**src/rtl/bcsd_pkg.sv**
```systemverilog
// Package: shared segment type and glyph constants for the scanned display.
// Assumes segment bit 0 = a ... bit 6 = g, all active low.
package bcsd_pkg;
    typedef logic [6:0] seg_t;
    localparam seg_t SEG_BLANK = 7'b1111111;
    localparam seg_t SEG_ZERO  = 7'b1000000;
    localparam seg_t SEG_ONE   = 7'b1111001;
endpackage

```
**src/rtl/tick_divider.sv**
```systemverilog
// Module: free-running power-of-two divider that emits a one-cycle enable pulse.
// Assumes W >= 1; the pulse is high while the accumulator holds all ones,
// so the first pulse comes 2^W - 1 cycles after reset release.
module tick_divider #(
    parameter int W = 15
) (
    input  logic clk,
    input  logic rst_n,
    output logic tick
);
    logic [W-1:0] acc_q;

    // Advance the accumulator each cycle; clear on reset.
    always_ff @(posedge clk) begin
        if (!rst_n) acc_q <= '0;
        else        acc_q <= acc_q + 1'b1;
    end

    assign tick = &acc_q;


    tick_spacing_chk: assert property (@(posedge clk) disable iff (!rst_n)
        tick |=> !tick);
endmodule

```
**src/rtl/bit_counter.sv**
```systemverilog
// Module: CNT_W-bit binary counter that steps once per enable pulse and wraps.
// Assumes step is a single-cycle pulse in the clk domain.
module bit_counter #(
    parameter int CNT_W = 3
) (
    input  logic             clk,
    input  logic             rst_n,
    input  logic             step,
    output logic [CNT_W-1:0] count
);
    // Increment on step, clear on reset.
    always_ff @(posedge clk) begin
        if (!rst_n)    count <= '0;
        else if (step) count <= count + 1'b1;
    end


    count_step_chk: assert property (@(posedge clk) disable iff (!rst_n)
        step |=> count == CNT_W'($past(count) + 1'b1));

    count_hold_chk: assert property (@(posedge clk) disable iff (!rst_n)
        !step |=> $stable(count));

    count_reset_chk: assert property (@(posedge clk)
        !rst_n |=> count == '0);
endmodule

```
**src/rtl/digit_ring.sv**
```systemverilog
// Module: one-hot ring selecting the active digit; MSB is the leftmost digit.
// Assumes advance is a single-cycle pulse; rotation goes MSB toward LSB.
module digit_ring #(
    parameter int NUM_SLOTS = 4
) (
    input  logic                 clk,
    input  logic                 rst_n,
    input  logic                 advance,
    output logic [NUM_SLOTS-1:0] ring
);
    localparam logic [NUM_SLOTS-1:0] RING_INIT = {1'b1, {(NUM_SLOTS-1){1'b0}}};

    // Rotate the active slot one step right on each advance pulse.
    always_ff @(posedge clk) begin
        if (!rst_n)       ring <= RING_INIT;
        else if (advance) ring <= {ring[0], ring[NUM_SLOTS-1:1]};
    end


    ring_onehot_chk: assert property (@(posedge clk) disable iff (!rst_n)
        $countones(ring) == 1);

    ring_rotate_chk: assert property (@(posedge clk) disable iff (!rst_n)
        advance |=> ring == {$past(ring[0]), $past(ring[NUM_SLOTS-1:1])});

    ring_hold_chk: assert property (@(posedge clk) disable iff (!rst_n)
        !advance |=> $stable(ring));

    ring_reset_chk: assert property (@(posedge clk)
        !rst_n |=> ring == RING_INIT);
endmodule

```
**src/rtl/glyph_decoder.sv**
```systemverilog
// Module: maps one bit (or a blank request) to active-low segment levels.
// Assumes blank takes priority over the bit value.
module glyph_decoder
    import bcsd_pkg::*;
(
    input  logic blank,
    input  logic bit_val,
    output seg_t seg_n
);
    // Select the glyph for the current slot.
    always_comb begin
        if (blank)        seg_n = SEG_BLANK;
        else if (bit_val) seg_n = SEG_ONE;
        else              seg_n = SEG_ZERO;
    end
endmodule

```
**src/rtl/bitcount_scan_display.sv**
```systemverilog
// Module: top of the scanned display; shows each count bit on its own digit.
// Assumes a single clock domain; dividers make enables rather than clocks.
// The last (rightmost) slot is a blank digit.
module bitcount_scan_display
    import bcsd_pkg::*;
#(
    parameter int CNT_W       = 3,
    parameter int SCAN_DIV_W  = 15,
    parameter int COUNT_DIV_W = 22
) (
    input  logic           clk,
    input  logic           rst_n,
    output logic [CNT_W:0] digit_en_n,
    output logic [6:0]     seg_n,
    output logic           dp_n
);
    localparam int NUM_SLOTS = CNT_W + 1;

    logic                 scan_tick;
    logic                 count_tick;
    logic [CNT_W-1:0]     count;
    logic [NUM_SLOTS-1:0] ring;
    logic                 shown_bit;
    seg_t                 glyph;

    tick_divider #(.W(SCAN_DIV_W)) scan_div_i (
        .clk   (clk),
        .rst_n (rst_n),
        .tick  (scan_tick)
    );

    tick_divider #(.W(COUNT_DIV_W)) count_div_i (
        .clk   (clk),
        .rst_n (rst_n),
        .tick  (count_tick)
    );

    bit_counter #(.CNT_W(CNT_W)) counter_i (
        .clk   (clk),
        .rst_n (rst_n),
        .step  (count_tick),
        .count (count)
    );

    digit_ring #(.NUM_SLOTS(NUM_SLOTS)) ring_i (
        .clk     (clk),
        .rst_n   (rst_n),
        .advance (scan_tick),
        .ring    (ring)
    );

    // Pick the count bit that belongs to the active digit slot.
    always_comb begin
        shown_bit = |(ring[NUM_SLOTS-1:1] & count);
    end

    glyph_decoder glyph_i (
        .blank   (ring[0]),
        .bit_val (shown_bit),
        .seg_n   (glyph)
    );

    assign digit_en_n = ~ring;
    assign seg_n      = glyph;
    assign dp_n       = 1'b1;


    blank_slot_chk: assert property (@(posedge clk) disable iff (!rst_n)
        !digit_en_n[0] |-> seg_n == SEG_BLANK);

    digit_glyph_chk: assert property (@(posedge clk) disable iff (!rst_n)
        digit_en_n[0] |-> (seg_n[6] && !seg_n[1] && !seg_n[2]));
endmodule

```
**config.mk**
```make
export PLATFORM = sky130hd
export DESIGN_NAME = bitcount_scan_display
export DESIGN_NICKNAME = d
export VERILOG_FILES = /design/src/rtl/bcsd_pkg.sv /design/src/rtl/tick_divider.sv /design/src/rtl/bit_counter.sv /design/src/rtl/digit_ring.sv /design/src/rtl/glyph_decoder.sv /design/src/rtl/bitcount_scan_display.sv
export SDC_FILE = /design/constraint.sdc
export NUM_CORES = 1
export LEC_CHECK = 0
export CELL_PAD_IN_SITES_DETAIL_PLACEMENT = 1
export CELL_PAD_IN_SITES_GLOBAL_PLACEMENT = 2
export CORE_ASPECT_RATIO = 0.8
export CORE_UTILIZATION = 32
export DETAILED_ROUTE_END_ITERATION = 12
export PLACE_DENSITY_LB_ADDON = 0.1
export SLEW_MARGIN = 25
export SYNTH_ARGS = -nofsm -noshare
export SYNTH_HDL_FRONTEND = slang
export SYNTH_SLANG_ARGS = --single-unit
export TNS_END_PERCENT = 100
```
**constraint.sdc**
```tcl
create_clock -name clk -period 2.04 [get_ports clk]
set_input_delay 0.51 -clock clk [delete_from_list [all_inputs] [get_ports clk]]
set_output_delay 0.51 -clock clk [all_outputs]
set_load 0.005 [all_outputs]
```
# After elaboration in Yosys (flattened, before gate mapping)
# Index checks and enable logic that the tools add are counted.
[op_classes]
n_bitwise = 2
n_reduce_logical = 3
mux = 2
n_addsub = 3
[op_table]
columns = ["operator", "count"]
rows = [
  ["adder 22 x 1 -> 22 bit, second input constant", 1],
  ["AND reduction 22 bit", 1],
  ["adder 15 x 1 -> 15 bit, second input constant", 1],
  ["AND reduction 15 bit", 1],
  ["2-to-1 mux 7 bit", 1],
  ["2-to-1 mux 6 bit", 1],
  ["NOT 4 bit", 1],
  ["adder 3 x 1 -> 3 bit, second input constant", 1],
  ["AND 3 bit", 1],
  ["OR reduction 3 bit", 1],
]
[totals]
reg_bits = 44
output_inout_bits = 12
in_bits = 2
elab_cells = 14

# Depth between registers and ports, before layout
[depth]
depth_word = 4
ltp_mapped = 6
depth_no_buf = 5

# By module
# Synthesis repeated with hierarchy kept, for this count alone.
[hier_totals]
cells_unflattened = 229
hier_area_um2 = 2021.9
[by_module_without_submodules]
columns = ["mod", "area_per_inst_um2", "cells_each", "instances", "seq_area_each_um2"]
rows = [
  ["tick_divider at count_div_i", 984.7, 113, 1, 440.4],
  ["tick_divider at scan_div_i", 666.9, 75, 1, 300.3],
  ["digit_ring", 147.6, 13, 1, 80.1],
  ["bit_counter", 127.6, 12, 1, 60.1],
  ["glyph_decoder", 55.1, 8, 1, 0.0],
  ["bitcount_scan_display", 40.0, 8, 1, 0.0],
]

# Worst setup path before layout
# OpenSTA, ideal clock, no wires.
[synth_timing]
path_kind = "flip-flop to flip-flop"
start = "register count_div_i.acc_q[0]"
end = "register count_div_i.acc_q[18]"
setup_slack_ns = 0.070
n_path_buf = 1
arrival_ns = 1.899
synth_period_minus_slack_ns = 1.970
path_stages_with_launch = 7
setup_time_ns = 0.071
t_required_ns = 1.969
path_cell_list = "dfxtp_1 ha_1 nand3_1 or4_4 buf_6 or4_1 a21oi_1"
[synth_via]
elab_chain_len = 1
[synth_lines]
columns = ["element", "line", "text"]
rows = [
  ["start: declaration", "tick_divider.sv:11", "logic [W-1:0] acc_q;"],
  ["start signal: assignment", "tick_divider.sv:16", "else acc_q <= acc_q + 1'b1;"],
  ["adder 22 x 1 -> 22 bit", "tick_divider.sv:16", ""],
]
# Every way passes these cells.
# A chain may end at the register's enable or synchronous reset.

# Worst setup path after layout
[layout_timing]
start = "register count_div_i.acc_q[0]"
end = "register count_div_i.acc_q[20]"
# Same word-level chain as after synthesis.

==> impl_results.md <==
- CTS tree: built
- Number of enable-type register cells in the synthesized netlist: 0
- All-layer global routing usage: 15.1%
- Tcrit/Tclk final: 95.0%
- FF+latch count, synth: 44
- Count of synthesis-stage warnings from yosys: 0
- Final layout net count: 251
- H-tree depth reported by CTS: 2
- Boundary Pins: 14
- Detail Route Antenna Nets: 0
- Main synth FF type: dfxtp_1
- Sequential fraction of the synthesis area: 44.4%
- Ant diodes: 0
- Final setup violating endpoints: 0
- Ys async rst share: 0%
- Path category of the worst min-delay check: flip-flop to flip-flop
- Sort of element at the end of the critical path: flip-flop
- Worst slack, placed: 0.0808 ns
- Via count of the first global-routing pass: 1703
- Number of fill cells in the layout: 719
- Overall via count from detail_route: 1654
- Post-Synthesis Cells: 228
- WL per Instance: 13.7 um
- Total Die Area: 0.00652 sq mm
- Initial core utilization: 33.4%
- Max-slew violation count: 0
- Highest clock rate: 516 MHz
- Hold-fix buffer count after cts: 0
- Result of the run: complete, no violations
- Unrepaired setup endpoints after global routing: false
- Static leakage: 0.741 nW
- Class of the most critical setup path: flip-flop to flip-flop
- Maximum fanout count along the critical path: 5
- Pwr/cell area: 641 mW/mm^2
- Final critical path time including I/O delays and setup: 1.94 ns
- Crit path setup slack, layout: 0.101 ns
- Peak supply drop: 0.000284 V
- Maximum buffer depth of the clock tree: 2
- Final global-route overflow total: 0
- CP arrival: 2.17 ns
- Die height: 72.4 um
- Number of antenna violations at the first check in global routing: 0
- Number of library cell types mapped by synthesis: 34
- Number of max-cap violations: 0
- Violation count after the first detailed-routing iteration: 55
- Root Driver: clkbuf_8
- Cell count after placement: 317
- Router iterations before antenna repair: 4
- Vias per inst: 5.04
- Number of sinks driven by the clock tree: 44
- Inserted Clock Buffers: 5
- Die Wd: 90.0 um
- Overall routed net length: 4500 um
- HPWL after DPL: 3240 um
- Syn Area/Cell: 8.70 sq um
- Cell area after technology mapping: 0.00198 sq mm
- Area used by sequential logic in the layout: 886 sq um
- Setup_tns: 0 ns
- Number of input and output port buffers inserted: 11
- Non-filler cells, final: 328
- First-pass GRT wire length: 7830 um
- Max Clock Skew: 0.00740 ns
- Core region area: 0.00594 sq mm
- Critical path data required time: 2.27 ns
- Area of combinational cells with multiple inputs: 986 sq um
- Final hold violation count: 0
- Clock-pin slew reported for the worst setup and hold paths after clock tree synthesis: 0.08 ns
- Pin count of the biggest net entering global routing: 24
- Launching element type of the critical path: flip-flop
- DRC Markers: 0
- Fraction of final layout cells sized beyond drive strength 1: 12.6%
- Site Rows: 25
- Weighted congestion reported at the end of routability-driven placement: 0.804
- P&R area growth vs syn: 16.5%
- Clock latency of the later-clocked register in the worst-skew pair: 0.29 ns
cells by family after synthesis:
kind of cell / Yosys count / share of synthesized area, %
xor+xnor: 24 / 10.6
simple gates: 100 / 27.1
buf+inv: 27 / 6.87
flops: 44 / 44.4
other cells: 1 / 0.189
mux: 1 / 0.504
compound gates: 28 / 8.45
fa+ha+maj: 3 / 1.89
report_power, final:
| part | switching, mW | leakage, nW | internal (mW) |
|---|---|---|---|
| Sequential | 0.0104 | 0.357 | 0.869 |
| Clock | 0.286 | 0.0455 | 0.277 |
| Combinational | 0.0244 | 0.338 | 0.0163 |
critical path, cell delays in order, from the launching register on:
cell and delay (ns):
dfxtp_2 0.35, ha_2 0.18, nand3_1 0.12, or4_4 0.60
or4_1 0.49, a21oi_1 0.14
area by class of cell:
cell class	instances	area share (%)
clock buffer	8	3.90
timing repair buffer	23	8.66
tap	81	4.38
inverter	13	2.11
sequential	44	38.3
multi-input combinational	159	42.6
final timing paths:
check	startpoint	to	slack, ns	cells after the start
max	count_div_i.acc_q[0]$_SDFF_PN0_	count_div_i.acc_q[20]$_SDFF_PN0_	0.10	5
min	count_div_i.acc_q[0]$_SDFF_PN0_	count_div_i.acc_q[0]$_SDFF_PN0_	0.44	1
max reg2reg	count_div_i.acc_q[0]$_SDFF_PN0_	count_div_i.acc_q[20]$_SDFF_PN0_	0.10	5
min reg2reg	count_div_i.acc_q[0]$_SDFF_PN0_	count_div_i.acc_q[0]$_SDFF_PN0_	0.44	1
Yosys cell counts (8+ instances only):
cell type   n  share of area, %
nand2_1    15               2.8
nor4_1      8               2.5
inv_1      12               2.3
nand3_1    12               3.0
a21oi_1    12               3.0
nor2_1     27               5.1
o31ai_1     8               3.0
xnor2_1    17               7.5
dfxtp_1    44                44
registers in the layout (all words and copies together), names as in the netlist:
signal	flops
scan_div_i.acc_q	15
counter_i.count	3
ring_i.ring	4
count_div_i.acc_q	22
metrics by stage:
step	total power, mW	util [%]	hold WS [ns]	cell area [sq um]
5_1_grt	1.58	38.9	0.447	2310
3_3_place_gp	0.937	36.8	0.441	2190
2_1_floorplan	0.925	-	0.429	1990
3_5_place_dp	0.940	36.8	0.452	2190
6_report	1.48	38.9	0.435	2310
4_1_cts	1.51	38.3	0.472	2280
per-layer routing:
metal	GRT usage (%)	wire length [um]
met1	18.4	2210
met2	25.9	2100
met4	5.38	46
met3	3.98	151
met5	0	0
what timing repair did:
item                                    in CTS  in global routing
gates resized for setup                      0                  6
buffers inserted                             0                  2
endpoints found under the setup margin       0                  6
layout by cell type (no fill, tap or decap), drive strengths merged, types with 3 or more instances in the layout:
master / count
o21ai: 5
nand4: 9
nor4: 9
o31ai: 8
or3: 6
nand3: 14
xnor2: 17
a21oi: 12
nor2: 27
or4: 8
xor2: 7
clkbuf: 8
dfxtp: 44
nor3: 7
nand2: 15
buf: 12
inv: 12
clkdlybuf4s50: 11
ha: 3
(Power assumes the default switching activity.)
